### src/rtl/rap_pkg.sv
package rap_pkg;

    // Outcome of one fault report for a single instance
    typedef enum logic [1:0] {
        ACT_NONE = 2'd0,
        ACT_ROW  = 2'd1,
        ACT_COL  = 2'd2,
        ACT_FAIL = 2'd3
    } rap_act_e;

endpackage

### src/rtl/rap_span_match.sv
// Decides whether a line index falls inside the aligned span of a committed group.
module rap_span_match #(
    parameter int IDX_W = 8,
    parameter int SPAN  = 4
) (
    input  logic             vld,
    input  logic [IDX_W-1:0] base,
    input  logic [IDX_W-1:0] idx,
    output logic             hit
);
    localparam int LSB = (SPAN > 1) ? $clog2(SPAN) : 0;
    localparam logic [IDX_W-1:0] HI_MASK = {IDX_W{1'b1}} << LSB;

    generate
        if (SPAN == 1) begin : g_single
            assign hit = vld && (idx == base);
        end else begin : g_group
            assign hit = vld && ((idx & HI_MASK) == (base & HI_MASK));
        end
    endgenerate
endmodule

### src/rtl/rap_policy.sv
// Allocation priority: covered -> nothing, then row group, then column group, then fail.
module rap_policy
    import rap_pkg::*;
(
    input  logic     fire,
    input  logic     row_hit,
    input  logic     col_hit,
    input  logic     row_used,
    input  logic     col_used,
    output rap_act_e act
);
    always_comb begin
        act = ACT_NONE;
        if (fire && !(row_hit || col_hit)) begin
            if (!row_used)      act = ACT_ROW;
            else if (!col_used) act = ACT_COL;
            else                act = ACT_FAIL;
        end
    end
endmodule

### src/rtl/rap_slot.sv
// Allocation state of one memory instance.
module rap_slot
    import rap_pkg::*;
#(
    parameter int ROW_W    = 8,
    parameter int COL_W    = 6,
    parameter int ROW_SPAN = 4,
    parameter int COL_SPAN = 2
) (
    input  logic             clk,
    input  logic             rst_n,
    input  logic             clr,
    input  logic             sel,
    input  logic [ROW_W-1:0] row,
    input  logic [COL_W-1:0] col,
    output logic             row_vld,
    output logic [ROW_W-1:0] row_base,
    output logic             col_vld,
    output logic [COL_W-1:0] col_base,
    output logic             fail
);
    localparam int ROW_LSB = (ROW_SPAN > 1) ? $clog2(ROW_SPAN) : 0;
    localparam int COL_LSB = (COL_SPAN > 1) ? $clog2(COL_SPAN) : 0;
    localparam logic [ROW_W-1:0] ROW_ALIGN = {ROW_W{1'b1}} << ROW_LSB;
    localparam logic [COL_W-1:0] COL_ALIGN = {COL_W{1'b1}} << COL_LSB;

    typedef struct packed {
        logic             rv;
        logic [ROW_W-1:0] rb;
        logic             cv;
        logic [COL_W-1:0] cb;
        logic             fl;
    } slot_t;

    slot_t    st_d, st_q;
    logic     row_hit, col_hit;
    rap_act_e act;

    rap_span_match #(.IDX_W(ROW_W), .SPAN(ROW_SPAN)) u_row_span (
        .vld (st_q.rv),
        .base(st_q.rb),
        .idx (row),
        .hit (row_hit)
    );

    rap_span_match #(.IDX_W(COL_W), .SPAN(COL_SPAN)) u_col_span (
        .vld (st_q.cv),
        .base(st_q.cb),
        .idx (col),
        .hit (col_hit)
    );

    rap_policy u_policy (
        .fire    (sel),
        .row_hit (row_hit),
        .col_hit (col_hit),
        .row_used(st_q.rv),
        .col_used(st_q.cv),
        .act     (act)
    );

    always_comb begin
        st_d = st_q;
        if (clr) begin
            st_d = '0;
        end else begin
            case (act)
                ACT_ROW: begin
                    st_d.rv = 1'b1;
                    st_d.rb = row & ROW_ALIGN;
                end
                ACT_COL: begin
                    st_d.cv = 1'b1;
                    st_d.cb = col & COL_ALIGN;
                end
                ACT_FAIL: st_d.fl = 1'b1;
                default:  ;
            endcase
        end
    end

    always_ff @(posedge clk or negedge rst_n) begin
        if (!rst_n) st_q <= '0;
        else        st_q <= st_d;
    end

    assign row_vld  = st_q.rv;
    assign row_base = st_q.rb;
    assign col_vld  = st_q.cv;
    assign col_base = st_q.cb;
    assign fail     = st_q.fl;
endmodule

### src/rtl/rap_repair_alloc.sv
module rap_repair_alloc #(
    parameter int NUM_INST = 4,
    parameter int ROW_W    = 8,
    parameter int COL_W    = 6,
    parameter int ROW_SPAN = 4,
    parameter int COL_SPAN = 2,
    parameter int INST_W   = (NUM_INST > 1) ? $clog2(NUM_INST) : 1
) (
    input  logic                      clk,
    input  logic                      rst_n,
    input  logic                      clr,
    input  logic                      test_end,
    input  logic                      flt_valid,
    input  logic [INST_W-1:0]         flt_inst,
    input  logic [ROW_W-1:0]          flt_row,
    input  logic [COL_W-1:0]          flt_col,
    output logic [NUM_INST-1:0]       row_vld,
    output logic [NUM_INST*ROW_W-1:0] row_base,
    output logic [NUM_INST-1:0]       col_vld,
    output logic [NUM_INST*COL_W-1:0] col_base,
    output logic [NUM_INST-1:0]       rep_fail,
    output logic                      done
);
    typedef struct packed {
        logic dn;
    } top_t;

    top_t                top_d, top_q;
    logic [NUM_INST-1:0] sel;

    generate
        for (genvar k = 0; k < NUM_INST; k++) begin : g_slot
            assign sel[k] = flt_valid && (flt_inst == INST_W'(k));

            rap_slot #(
                .ROW_W   (ROW_W),
                .COL_W   (COL_W),
                .ROW_SPAN(ROW_SPAN),
                .COL_SPAN(COL_SPAN)
            ) u_slot (
                .clk     (clk),
                .rst_n   (rst_n),
                .clr     (clr),
                .sel     (sel[k]),
                .row     (flt_row),
                .col     (flt_col),
                .row_vld (row_vld[k]),
                .row_base(row_base[k*ROW_W +: ROW_W]),
                .col_vld (col_vld[k]),
                .col_base(col_base[k*COL_W +: COL_W]),
                .fail    (rep_fail[k])
            );
        end
    endgenerate

    always_comb begin
        top_d = top_q;
        if (clr)           top_d.dn = 1'b0;
        else if (test_end) top_d.dn = 1'b1;
    end

    always_ff @(posedge clk or negedge rst_n) begin
        if (!rst_n) top_q <= '0;
        else        top_q <= top_d;
    end

    assign done = top_q.dn;
endmodule

### config.mk
export PLATFORM = sky130hd
export DESIGN_NAME = rap_repair_alloc
export DESIGN_NICKNAME = d
export VERILOG_FILES = /design/src/rtl/rap_pkg.sv /design/src/rtl/rap_span_match.sv /design/src/rtl/rap_policy.sv /design/src/rtl/rap_slot.sv /design/src/rtl/rap_repair_alloc.sv
export SDC_FILE = /design/constraint.sdc
export NUM_CORES = 1
export LEC_CHECK = 0
export BUFFER_PORTS_ARGS = -buffer_cell sky130_fd_sc_hd__clkbuf_2
export CAP_MARGIN = 20
export CORE_MARGIN = 2
export CORE_UTILIZATION = 50
export CTS_BUF_LIST = sky130_fd_sc_hd__clkbuf_4
export DETAILED_ROUTE_END_ITERATION = 8
export GPL_ROUTABILITY_DRIVEN = 0
export PLACE_DENSITY_LB_ADDON = 0.3
export SYNTH_ARGS = -nofsm -noshare
export SYNTH_HDL_FRONTEND = slang
export SYNTH_HIERARCHICAL = 1
export SYNTH_SLANG_ARGS = --single-unit
### constraint.sdc
create_clock -name clk -period 4.8 [get_ports clk]
set_clock_uncertainty 0.2 [all_clocks]
set_input_delay 0 -clock clk [delete_from_list [all_inputs] [get_ports clk]]
set_output_delay 0 -clock clk [all_outputs]
set_load 0.05 [all_outputs]
-- Yosys cells after proc, flatten, opt, wreduce, memory -nomap -nowiden
Cells that the tools add are included.
- register bits: 69
- input port bits: 21
- output and inout port bits: 69
- logic and storage cells: 112
- equality and inequality tests: 23
- multiplexer cells: 30
- reductions and logical operators: 38
- operators by type and width (kind ; number):
    $mux W17 ; 4
    $mux W9 ; 4
    $mux W7 ; 4
    $reduce_bool A2 Y1 ; 13
    $eq A6 B6 Y1 ; 4
    $eq A2 B2 Y1 const B ; 10
    $eq A5 B5 Y1 ; 4
    $logic_and A1 B1 Y1 ; 16
    $mux W2 ; 8
    $eq A2 B1 Y1 const B ; 5
    $mux W1 ; 10
    $logic_not A1 Y1 ; 4
    $logic_or A1 B1 Y1 ; 4
    $logic_not A2 Y1 ; 1

-- Logic depth before layout (Yosys ltp)
- depth in word-level cells: 9
- depth in mapped cells: 7
- depth with buffers taken out: 6

-- Modules after synthesis
The synthesis kept the hierarchy.
- modules (own cells, without submodules) (module ; times used ; cells an instance ; area each (µm²) ; seq. area each (µm²)):
    rap_slot ; 4 ; 61 ; 703.2 ; 350.3
    rap_span_match (g_slot[0].u_slot.u_row_span ...) ; 4 ; 8 ; 71.3 ; 0.0
    rap_span_match (g_slot[0].u_slot.u_col_span ...) ; 4 ; 7 ; 56.3 ; 0.0
    rap_policy ; 4 ; 3 ; 38.8 ; 0.0
    rap_repair_alloc ; 1 ; 6 ; 72.6 ; 25.0

-- Least setup slack after synthesis
Ideal clock, no wire load.
- kind: register to register
- start point: register g_slot[0].u_slot.st_q (netlist bit g_slot[0].u_slot/col_base[1])
- end point: register g_slot[0].u_slot.st_q (netlist bit g_slot[0].u_slot/col_base[1])
- setup time: 0.123 ns
- arrival time: 2.085 ns
- data required time: 4.477 ns
- path slack: 2.392 ns
- cell stages (with the launch flop): 8
- buffers on the path: 1
- period minus slack after synthesis: 2.408 ns
- path through: dfrtp_1 > xor2_1 > nor4_1 > and3_1 > nor4bb_1 > buf_4 > nor2b_4 > o21ai_1
- word-level cells in the longest chain between the ends: 8
- ends and longest elaborated chain (item ; line ; text):
    from (decl) ; rap_slot.sv:35 ; slot_t st_d, st_q;
    from (signal assigned) ; rap_slot.sv:84 ; else st_q <= st_d;
    $eq A5 B5 Y1 ; rap_span_match.sv:18 ; assign hit = vld && ((idx & HI_MASK) == (base & HI_MASK));
    $logic_and A1 B1 Y1 ; rap_span_match.sv:18 ;
    named net g_slot[0].u_slot.col_hit ; rap_slot.sv:36 ; logic row_hit, col_hit;
    $logic_or A1 B1 Y1 ; rap_policy.sv:14 ; if (fire && !(row_hit || col_hit)) begin
    $logic_not A1 Y1 ; rap_policy.sv:14 ;
    $logic_and A1 B1 Y1 ; rap_policy.sv:14 ;
    $mux W2 ; rap_policy.sv:14 ;
    named net g_slot[0].u_slot.act[1] ; rap_slot.sv:37 ; rap_act_e act;
    $eq A2 B2 Y1 ; rap_slot.sv:67 ; case (act)
    $reduce_bool A2 Y1 (no source line) ; -- ;
The timed path passes the listed nets, and every way through them passes these cells.
A chain may end at the register's enable or synchronous reset.

-- Worst setup path after layout
- start point: register g_slot[0].u_slot.st_q (netlist bit g_slot[0].u_slot/col_base[1])
- end point: register g_slot[0].u_slot.st_q (netlist bit g_slot[0].u_slot/row_base[2])
- word-level cells in the longest chain between the ends: 8
- ends and longest elaborated chain (item ; line):
    $eq A5 B5 Y1 ; rap_span_match.sv:18
    $logic_and A1 B1 Y1 ; rap_span_match.sv:18
    named net g_slot[0].u_slot.col_hit ; rap_slot.sv:36
    $logic_or A1 B1 Y1 ; rap_policy.sv:14
    $logic_not A1 Y1 ; rap_policy.sv:14
    $logic_and A1 B1 Y1 ; rap_policy.sv:14
    $mux W2 ; rap_policy.sv:14
    named net g_slot[0].u_slot.act[0] ; rap_slot.sv:37
    $eq A2 B1 Y1 ; rap_slot.sv:67
    $reduce_bool A2 Y1 (no source line) ; --
The timed path passes the listed nets, and every way through them passes these cells.

==> reports/results.tsv <==
metric	value	unit
status	completed	
drc_errors	0	
design.core.area	6830	µm²
area.growth.synth_to_final	19.6	%
clockRootBuffer	clkbuf_4	
wl	8560	µm
hold_viol	0	
cts_buffer_depth	2	
hold_buffers	15	
synthArstFlopShare	1.00	
worstPathArrival	2.62	ns
grt-ovfl-total	0	
critPathLaunchType	flop	
ioPinCount	90	
finalCriticalPeriod	2.54	ns
worstHoldPathType	in -> reg	
clk_latency	0.40	ns
post-dp-hpwl	5530	µm
synth-edff-count	0	
grt_start_max_net_pins	102	
irDropWorstVdd	0.000158	V
cts_buffers	9	
leakagePower	1.96	nW
end_kind	flop	
via_count	2760	
tritoncts	built	
cts.htree.levels	3	
netlist_area	3550	µm²
grt_pass1_wl	13900	µm
postSynthAreaPerCell	11.0	µm²
routed_via_density	5.38	
die_x	88.3	µm
netlist_top_cells_area	dfrtp_1 (40%), nand4bb_1 (14%), nand2b_1 (7.8%)	
rsz0062_at_grt	false	
cap_violations	0	
final_layout_size_suffix_gt1_frac	0.314	
drt-initial-drc-count	234	
dieArea	7790	µm²
wl_per_cell	16.7	µm
tns	0	ns
start_util	0.520	
required	4.87	ns
fillers	592	
clkSinkCount	57	
synth_commonest_cells	dfrtp_1 (57), nand2b_1 (44), nand4bb_1 (44)	
clock.fmax	393	MHz
layout.nets	433	
min-delay-start	clr	
cts_setup_buffers	0	
firstDrtPassIters	4	
path_class	reg -> reg	
detail-route-antenna-nets	0	
min_period_over_period	0.530	
critical_path.max_fanout	8	
synth_top_cell_area_share	0.402	
powerDensity	232	nW/µm²
postCtsResizedCells	0	
grt_pass1_vias	2663	
placedCellCount	482	
clk_pin_slew	0.10	ns
die_y	88.3	µm
num_rows	30	
r2r-start	g_slot[0].u_slot/col_base[1]	
final-max-slew-violation-count	0	
syn_inst	322	
seq_area_frac_synth	0.402	
yosysTopAreaCell	dfrtp_1	
synth_cell_type_count	24	
finalSetupViolCount	0	
synth-main-ff-cell	dfrtp_1	
io_buffers	74	
crit_path_start	g_slot[0].u_slot/col_base[1]	
yosysWarnings	6	
grt_use_total	0.234	
slew_headroom	0.450	
synth-seq-cells	57	
synth.most_common_cell	dfrtp_1	
antenna_found_initial	0	
worstMarginPinSlew	0.813	ns
antennaDiodeCount	0	
final_cells	513	
[metal layers]
layer / vias to the layer above / GRT usage / part of all wire / wire, µm
li1: 1315 / - / - / -
met1: 1354 / 0.342 / 0.46 / 3970
met2: 80 / 0.354 / 0.48 / 4090
met3: 11 / 0.0280 / 0.040 / 344
met4: 0 / 0.0978 / 0.018 / 150
met5: - / 0 / 0 / 0
[worst max-delay path: stages (launching register included)]
cell and delay, ns:
dfrtp_1 0.43, xor2_1 0.20, nor4_1 0.08, and3_1 0.21
nor4b_2 0.66, buf_4 0.28, nor2b_4 0.25, o21ai_0 0.12
[cell usage in the layout, fill, tap and decap left out]
cell           count
conb_1            12
clkinv_2           6
nor4_2             4
o21ai_1           28
buf_4             10
nand4_1            4
o21ba_1            4
nor2_1             4
xor2_1            28
nor4b_2            4
o21ai_0           16
dfrtp_1           57
and3_1             4
nand4bb_1         44
nand2b_1          44
nor4_1             4
o21ba_2            5
clkbuf_4           9
a21oi_1            4
clkinvlp_4         1
dlygate4sd3_1     15
clkbuf_2          74
and3_2             1
nor3b_2            1
xnor2_1           16
nor4bb_2           4
and3b_1            2
nor2b_4           12
[where the power goes]
part / total [mW] / leakage, nW / switching, mW / internal, mW
Clock: 0.287 / 0.0650 / 0.186 / 0.101
Combinational: 0.196 / 1.11 / 0.129 / 0.0663
Sequential: 0.502 / 0.788 / 0.0116 / 0.490
Total: 0.984 / 1.96 / 0.327 / 0.657
[cell type report]
type / instances / area [µm²] / share of cell area
multi-input cells: 245 / 2000 / 0.471
flip-flops and latches: 57 / 1430 / 0.336
repair buffers: 99 / 596 / 0.140
well taps: 96 / 120 / 0.0283
clock buffers: 9 / 67.6 / 0.0159
clock inverters: 7 / 37.5 / 0.00884
[through the flow]
stage	power (mW)	hold slack, ns	worst slack, ns	area (µm²)	util
6_report	0.984	0.0476	2.26	4250	0.622
5_1_grt	1.03	0.0823	2.05	4250	0.622
4_1_cts	0.994	0.0245	2.28	4250	0.622
3_5_place_dp	0.697	-0.00728	2.31	3990	0.584
3_3_place_gp	0.694	-0.00680	2.35	3990	0.584
2_1_floorplan	0.644	-0.496	2.39	3580	-
[final timing paths]
| kind | end | slack, ns | depth (start not counted) |
|---|---|---|---|
| worst min-delay path | g_slot[1].u_slot/fail | 0.05 | 3 |
| max in group asynchronous | g_slot[3].u_slot/col_base[4] | 3.81 | 3 |
| min in group asynchronous | g_slot[1].u_slot/fail | 0.07 | 3 |
| worst max register to register | g_slot[0].u_slot/row_base[2] | 2.26 | 7 |
| worst min register to register | g_slot[1].u_slot/fail | 0.31 | 2 |
| worst max-delay path | g_slot[0].u_slot/row_base[2] | 2.26 | 7 |
[cell families (layout without fill, tap and decap cells)]
logic type      Yosys count  after routing  share of synthesized area
other cells               4             12                    0.00423
xor+xnor                 44             44                      0.109
simple gates            132            132                      0.342
compound gates           57             57                     0.0930
flops                    57             57                      0.402
buf+inv                  28            115                     0.0507
[state kept, by name (all words and copies together), names as in the netlist]
signal / flops
done: 1
g_slot.u_slot/row_base: 24
g_slot.u_slot/col_vld: 4
g_slot.u_slot/col_base: 20
g_slot.u_slot/row_vld: 4
g_slot.u_slot/fail: 4
Note: power is estimated with default switching activity, not from simulation.
